`src/rtl/pin_irq_ctrl.sv`:
```
module pin_irq_ctrl #(
  parameter int NCH = 8,
  parameter int AW  = 6,
  parameter int DW  = 32
) (
  input  logic           clk,
  input  logic           rst_n,
  input  logic           wr_en,
  input  logic [AW-1:0]  addr,
  input  logic [DW-1:0]  wdata,
  output logic [DW-1:0]  rdata,
  input  logic [NCH-1:0] pins,
  input  logic           match_sel,
  input  logic [NCH-1:0] match_vec,
  output logic [NCH-1:0] irq
);
  localparam int IW = AW - 2;
  localparam logic [IW-1:0] A_MODE = 0, A_ENR = 1, A_ENR_S = 2, A_ENR_C = 3,
                            A_ENF = 4, A_ENF_S = 5, A_ENF_C = 6,
                            A_RDET = 7, A_FDET = 8, A_STAT = 9;

  logic [NCH-1:0] mode, enr, enf, rflag, fflag, pin_q, req;

  wire [IW-1:0]  idx = addr[AW-1:2];
  wire [NCH-1:0] wd  = wdata[NCH-1:0];
  wire unused_bits   = ^{wdata[DW-1:NCH], addr[1:0]};

  wire w_stat = wr_en && idx == A_STAT;
  wire [NCH-1:0] rise = pins & ~pin_q;
  wire [NCH-1:0] fall = ~pins & pin_q;
  wire [NCH-1:0] st_edge = w_stat ? (wd & ~mode) : '0;
  wire [NCH-1:0] st_lvl  = w_stat ? (wd & mode) : '0;
  wire [NCH-1:0] rclr = ((wr_en && idx == A_RDET) ? wd : '0) | st_edge;
  wire [NCH-1:0] fclr = ((wr_en && idx == A_FDET) ? wd : '0) | st_edge;

  always_ff @(posedge clk or negedge rst_n) begin
    if (!rst_n) begin
      mode  <= '0;
      enr   <= '0;
      enf   <= '0;
      rflag <= '0;
      fflag <= '0;
      pin_q <= '0;
    end else begin
      pin_q <= pins;
      rflag <= (rflag & ~rclr) | rise;
      fflag <= (fflag & ~fclr) | fall;
      if (wr_en && idx == A_MODE) mode <= wd;
      if (wr_en) begin
        case (idx)
          A_ENR:   enr <= wd;
          A_ENR_S: enr <= enr | wd;
          A_ENR_C: enr <= enr & ~wd;
          A_ENF:   enf <= wd;
          A_ENF_S: enf <= enf | wd;
          A_ENF_C: enf <= enf & ~wd;
          A_STAT:  enf <= enf ^ st_lvl;
          default: ;
        endcase
      end
    end
  end

  assign req = (~mode & ((rflag & enr) | (fflag & enf)))
             | (mode & enr & ~(pins ^ enf));
  assign irq = match_sel ? match_vec : req;

  always_comb begin
    rdata = '0;
    case (idx)
      A_MODE:  rdata[NCH-1:0] = mode;
      A_ENR:   rdata[NCH-1:0] = enr;
      A_ENF:   rdata[NCH-1:0] = enf;
      A_RDET:  rdata[NCH-1:0] = rflag;
      A_FDET:  rdata[NCH-1:0] = fflag;
      A_STAT:  rdata[NCH-1:0] = req;
      default: rdata = '0;
    endcase
  end
endmodule


```
`config.mk`:
```
export PLATFORM = sky130hd
export DESIGN_NAME = pin_irq_ctrl
export DESIGN_NICKNAME = d
export VERILOG_FILES = /design/src/rtl/pin_irq_ctrl.sv
export SDC_FILE = /design/constraint.sdc
export NUM_CORES = 1
export LEC_CHECK = 0
export BUFFER_PORTS_ARGS = -buffer_cell sky130_fd_sc_hd__buf_4
export CORE_AREA = 2 2 92 94
export CTS_CLUSTER_SIZE = 28
export DETAILED_ROUTE_END_ITERATION = 10
export DIE_AREA = 0 0 94 96
export PLACE_DENSITY = 0.74
export SETUP_SLACK_MARGIN = 0.3
export SYNTH_ARGS = -nofsm -noshare
export SYNTH_HDL_FRONTEND = slang
export SYNTH_SLANG_ARGS = --single-unit
export TNS_END_PERCENT = 100
```
`constraint.sdc`:
```
create_clock -name clk -period 1.7 [get_ports clk]
set_input_delay 0.17 -clock clk [delete_from_list [all_inputs] [get_ports clk]]
set_output_delay 0.17 -clock clk [all_outputs]
set_load 0.1 [all_outputs]
```
==> Flow_metrics.wiki <==
{| class="wikitable"
! Metric !! Value
|-
| Run status || finished with violations
|-
| Violated checks || negative setup slack
|-
| Hold Path Class || in -> reg
|-
| Maximum level of the CTS H-tree || 2
|-
| Period utilisation layout || 112%
|-
| Flip-flop and latch count after synthesis || 48
|-
| Headroom to the max-slew limit || 57.8%
|-
| Worst-path clk slew || around 80 ps
|-
| Final critical delay including setup and external delays || ~1900 ps
|-
| Cell types with the highest counts after synthesis || sky130_fd_sc_hd__dfrtp_1 (48), sky130_fd_sc_hd__o21ai_0 (33), sky130_fd_sc_hd__a21oi_1 (28), sky130_fd_sc_hd__buf_4 (26), sky130_fd_sc_hd__inv_1 (22)
|-
| Maximum fanout along the worst path || 3
|-
| Fraction of layout instances using a drive strength above 1 || roughly 42%
|-
| Instance count of the mapped netlist || around 390
|-
| Floorplan row count || 33
|-
| 1st-pass router iterations || 5
|-
| Initial Utilization || approximately 44%
|-
| Number of global-route vias before repair || roughly 3600
|-
| Nets || 560
|-
| Required time at the worst-slack endpoint || 1530 ps
|-
| Final number of setup-violating endpoints || 16
|-
| Floorplan die height || 96 µm
|-
| CTS tree || yes
|-
| Family with the most delay on the worst path || compound AO/OA/AOI/OAI gates
|-
| Fraction of synthesized cell area taken by the top area cell type || 34.1%
|-
| Number of buffer and inverter instances along the worst setup path || 1
|-
| Worst setup margin || -203 ps
|-
| Latest clock arrival within the worst-skew pair || 310 ps
|-
| Arrival time at the worst endpoint || 1730 ps
|-
| Max VDD drop || between 0.0004 and 0.0005 V
|-
| Number of input and output port buffers inserted || 47
|-
| Antenna violation net count after detailed routing || 0
|-
| Library cells used by synthesis || 52
|-
| Antenna violations before repair || 0
|-
| Routed wirelength normalized by instance count || roughly 19 µm
|-
| Number of synthesized flops with an enable pin || 0
|-
| Average cell area after synthesis || between 8 and 9 µm²
|-
| Vias per cell || a little under 6
|-
| Critical Path, Cell by Cell || mux2_2 -> a222oi_1 -> o21ai_4 -> buf_6
|-
| Total of max-cap violations || 0
|-
| Areal power density over the cells || ~950 mW/mm²
|-
| Achievable Freq || roughly 530 MHz
|-
| Most used DFF post-synth || sky130_fd_sc_hd__dfrtp_1
|-
| First-pass GRT wire length || approximately 18000 µm
|-
| Critical-path cell with the highest stage delay || sky130_fd_sc_hd__a222oi_1
|-
| Leakage dissipation || 2.29 nW
|-
| Cell area after technology mapping || roughly 0.0035 mm²
|-
| Pin slew with the least headroom to its limit || 633 ps
|-
| Count of warnings emitted by yosys || 0
|-
| Final Skew || around 5.6 ps
|-
| CP endpoint kind || output port
|-
| Cell types with the largest area share after synthesis || sky130_fd_sc_hd__dfrtp_1 (34%), sky130_fd_sc_hd__mux2_2 (6.4%), sky130_fd_sc_hd__buf_4 (5.5%)
|-
| Global route total overflow || 0
|-
| Final wirelength || 11300 µm
|-
| Detailed-route DRC error count || 0
|-
| CTS Buf Count || 5
|-
| Die outline width || roughly 94 µm
|-
| Worst hold slack across all endpoints || 12.3 ps
|-
| Root buffer cell || sky130_fd_sc_hd__clkbuf_8
|-
| Startpoint class of the critical path || register
|-
| Violation count after the first detailed-route iteration || around 240
|-
| Sequential-to-total area share from yosys stat || roughly 34%
|-
| Final number of hold-violating endpoints || 0
|-
| Cell type with the highest aggregate area in the netlist || sky130_fd_sc_hd__dfrtp_1
|-
| Detailed Place HPWL || roughly 7600 µm
|-
| Maximum number of pins on one net before global-route repair || between 40 and 50
|-
| Overall global routing resource usage || between 20% and 30%
|-
| Number of top-level pins || between 90 and 100
|-
| ANT cells || 0
|-
| Unrepaired setup endpoints after global routing || yes
|-
| Share of synthesized registers carrying an async set or reset || 100%
|-
| Number of max-slew violations in the final report || 0
|-
| Worst setup path category || reg -> out
|-
| Sink Count || 48
|-
| Worst-case setup slack after placement || -59.0 ps
|-
| Cell with the most instances after synthesis || sky130_fd_sc_hd__dfrtp_1
|-
| Slowest Stage Delay on Critical Path || between 400 and 500 ps
|-
| Via count || 3575
|-
| CORE AREA || between 0.008 and 0.009 mm²
|-
| Final RePlAce weighted congestion || 0.909
|-
| Die area || 0.00902 mm²
|-
| CTS max path bufs || 2
|-
| Total negative slack || -2140 ps
|-
| Signed area change from the synthesized netlist to the final layout || 46.3%
|}
## per-layer routing
layer	part of all wire, %	track usage [%]	vias up	wire length (µm)
met2	49	41.8	176	5600
li1	-	-	1635	-
met1	40	32.6	1726	4570
met3	6.7	5.32	38	764
met5	0	0	-	0
met4	3.5	11.1	0	394
## where the power goes
part           total [W]  leakage, nW  internal, W  switching [W]
registers        0.00150        0.504      0.00131       0.000190
clock network   0.000724       0.0455     0.000333       0.000391
logic            0.00269         1.74      0.00115        0.00154
## through the flow
| step | cell area (µm²) | std cells | power (W) | util (%) |
|---|---|---|---|---|
| 4_1_cts | 4990 | 601 | 0.00475 | 62.0 |
| 5_1_grt | 5150 | 608 | 0.00513 | 64.0 |
| 3_5_place_dp | 4490 | 574 | 0.00365 | 55.8 |
| 2_1_floorplan | 3880 | 416 | 0.00317 | - |
| 6_report | 5150 | 608 | 0.00491 | 64.0 |
| 3_3_place_gp | 4490 | 574 | 0.00359 | 55.8 |
## final cells by class
cell class / count / area, µm²
Multi-Input combinational cell: 289 / 2360
Inverter: 23 / 86.3
Timing Repair Buffer: 135 / 1280
Tap cell: 105 / 131
Fill cell: 655 / 2900
Sequential cell: 48 / 1210
Clock buffer: 8 / 90.1
## state kept, by name (all words and copies together), names as in the netlist
signal	count
fflag	8
enr	8
mode	8
rflag	8
pin_q	8
enf	8
## worst paths after layout
path	from	end	slack, ps	cells after the start
hold / removal	pins[7]	pin_q[7]	10	1
setup reg to reg	enf[7]	enf[7]	300	5
setup / recovery	mode[0]	rdata[0]	-200	4
max in group asynchronous	rst_n	mode[7]	830	2
min in group asynchronous	rst_n	rflag[3]	410	2
hold reg to reg	pin_q[5]	rflag[5]	450	1
## kinds of logic after synthesis
kind of cell / Yosys count / share of synthesized area, %
AOI/OAI and AO/OA: 142 / 27.6
xor gates and xnor gates: 3 / 0.960
buffers and inverters: 79 / 12.2
DFF: 48 / 34.1
muxes: 32 / 9.81
other: 1 / 0.107
and+or+nand+nor: 88 / 15.2
## placed cells by master (no fill, tap or decap), drive strengths merged, types with 2 or more instances in the layout
cell	instances
buf	127
a22oi	15
o311ai	2
o221ai	6
mux2i	12
and3	2
a211oi	8
o21ai	34
nor2	13
clkbuf	8
o22a	7
a221oi	3
a31oi	4
nand3	12
nor3	15
nand2	12
a21o	5
nor2b	9
o2bb2ai	8
conb	24
a222oi	2
and3b	4
inv	22
a21oi	28
nand4b	4
or2	5
dfrtp	48
dlygate4sd3	8
xnor2	2
nand2b	3
and2	2
mux2	20
a22o	16
nor3b	3
## repair_timing
| item | CTS | global route |
|---|---|---|
| buffers inserted | 11 | 7 |
| hold endpoints to repair | 55 | 0 |
| hold buffers | 8 | 0 |
| gates cloned | 0 | 0 |
| pin swaps | 11 | 10 |
| resized for setup | 58 | 26 |
| endpoints found under the setup margin | 16 | 19 |
## worst register-to-register path: stages, from the launching register on
cell	delay [ps]
sky130_fd_sc_hd__dfrtp_1	440
sky130_fd_sc_hd__buf_6	140
sky130_fd_sc_hd__buf_4	150
sky130_fd_sc_hd__nor3_4	170
sky130_fd_sc_hd__a211oi_2	70
sky130_fd_sc_hd__o311ai_1	330
Note: power is estimated with default switching activity, not from simulation.
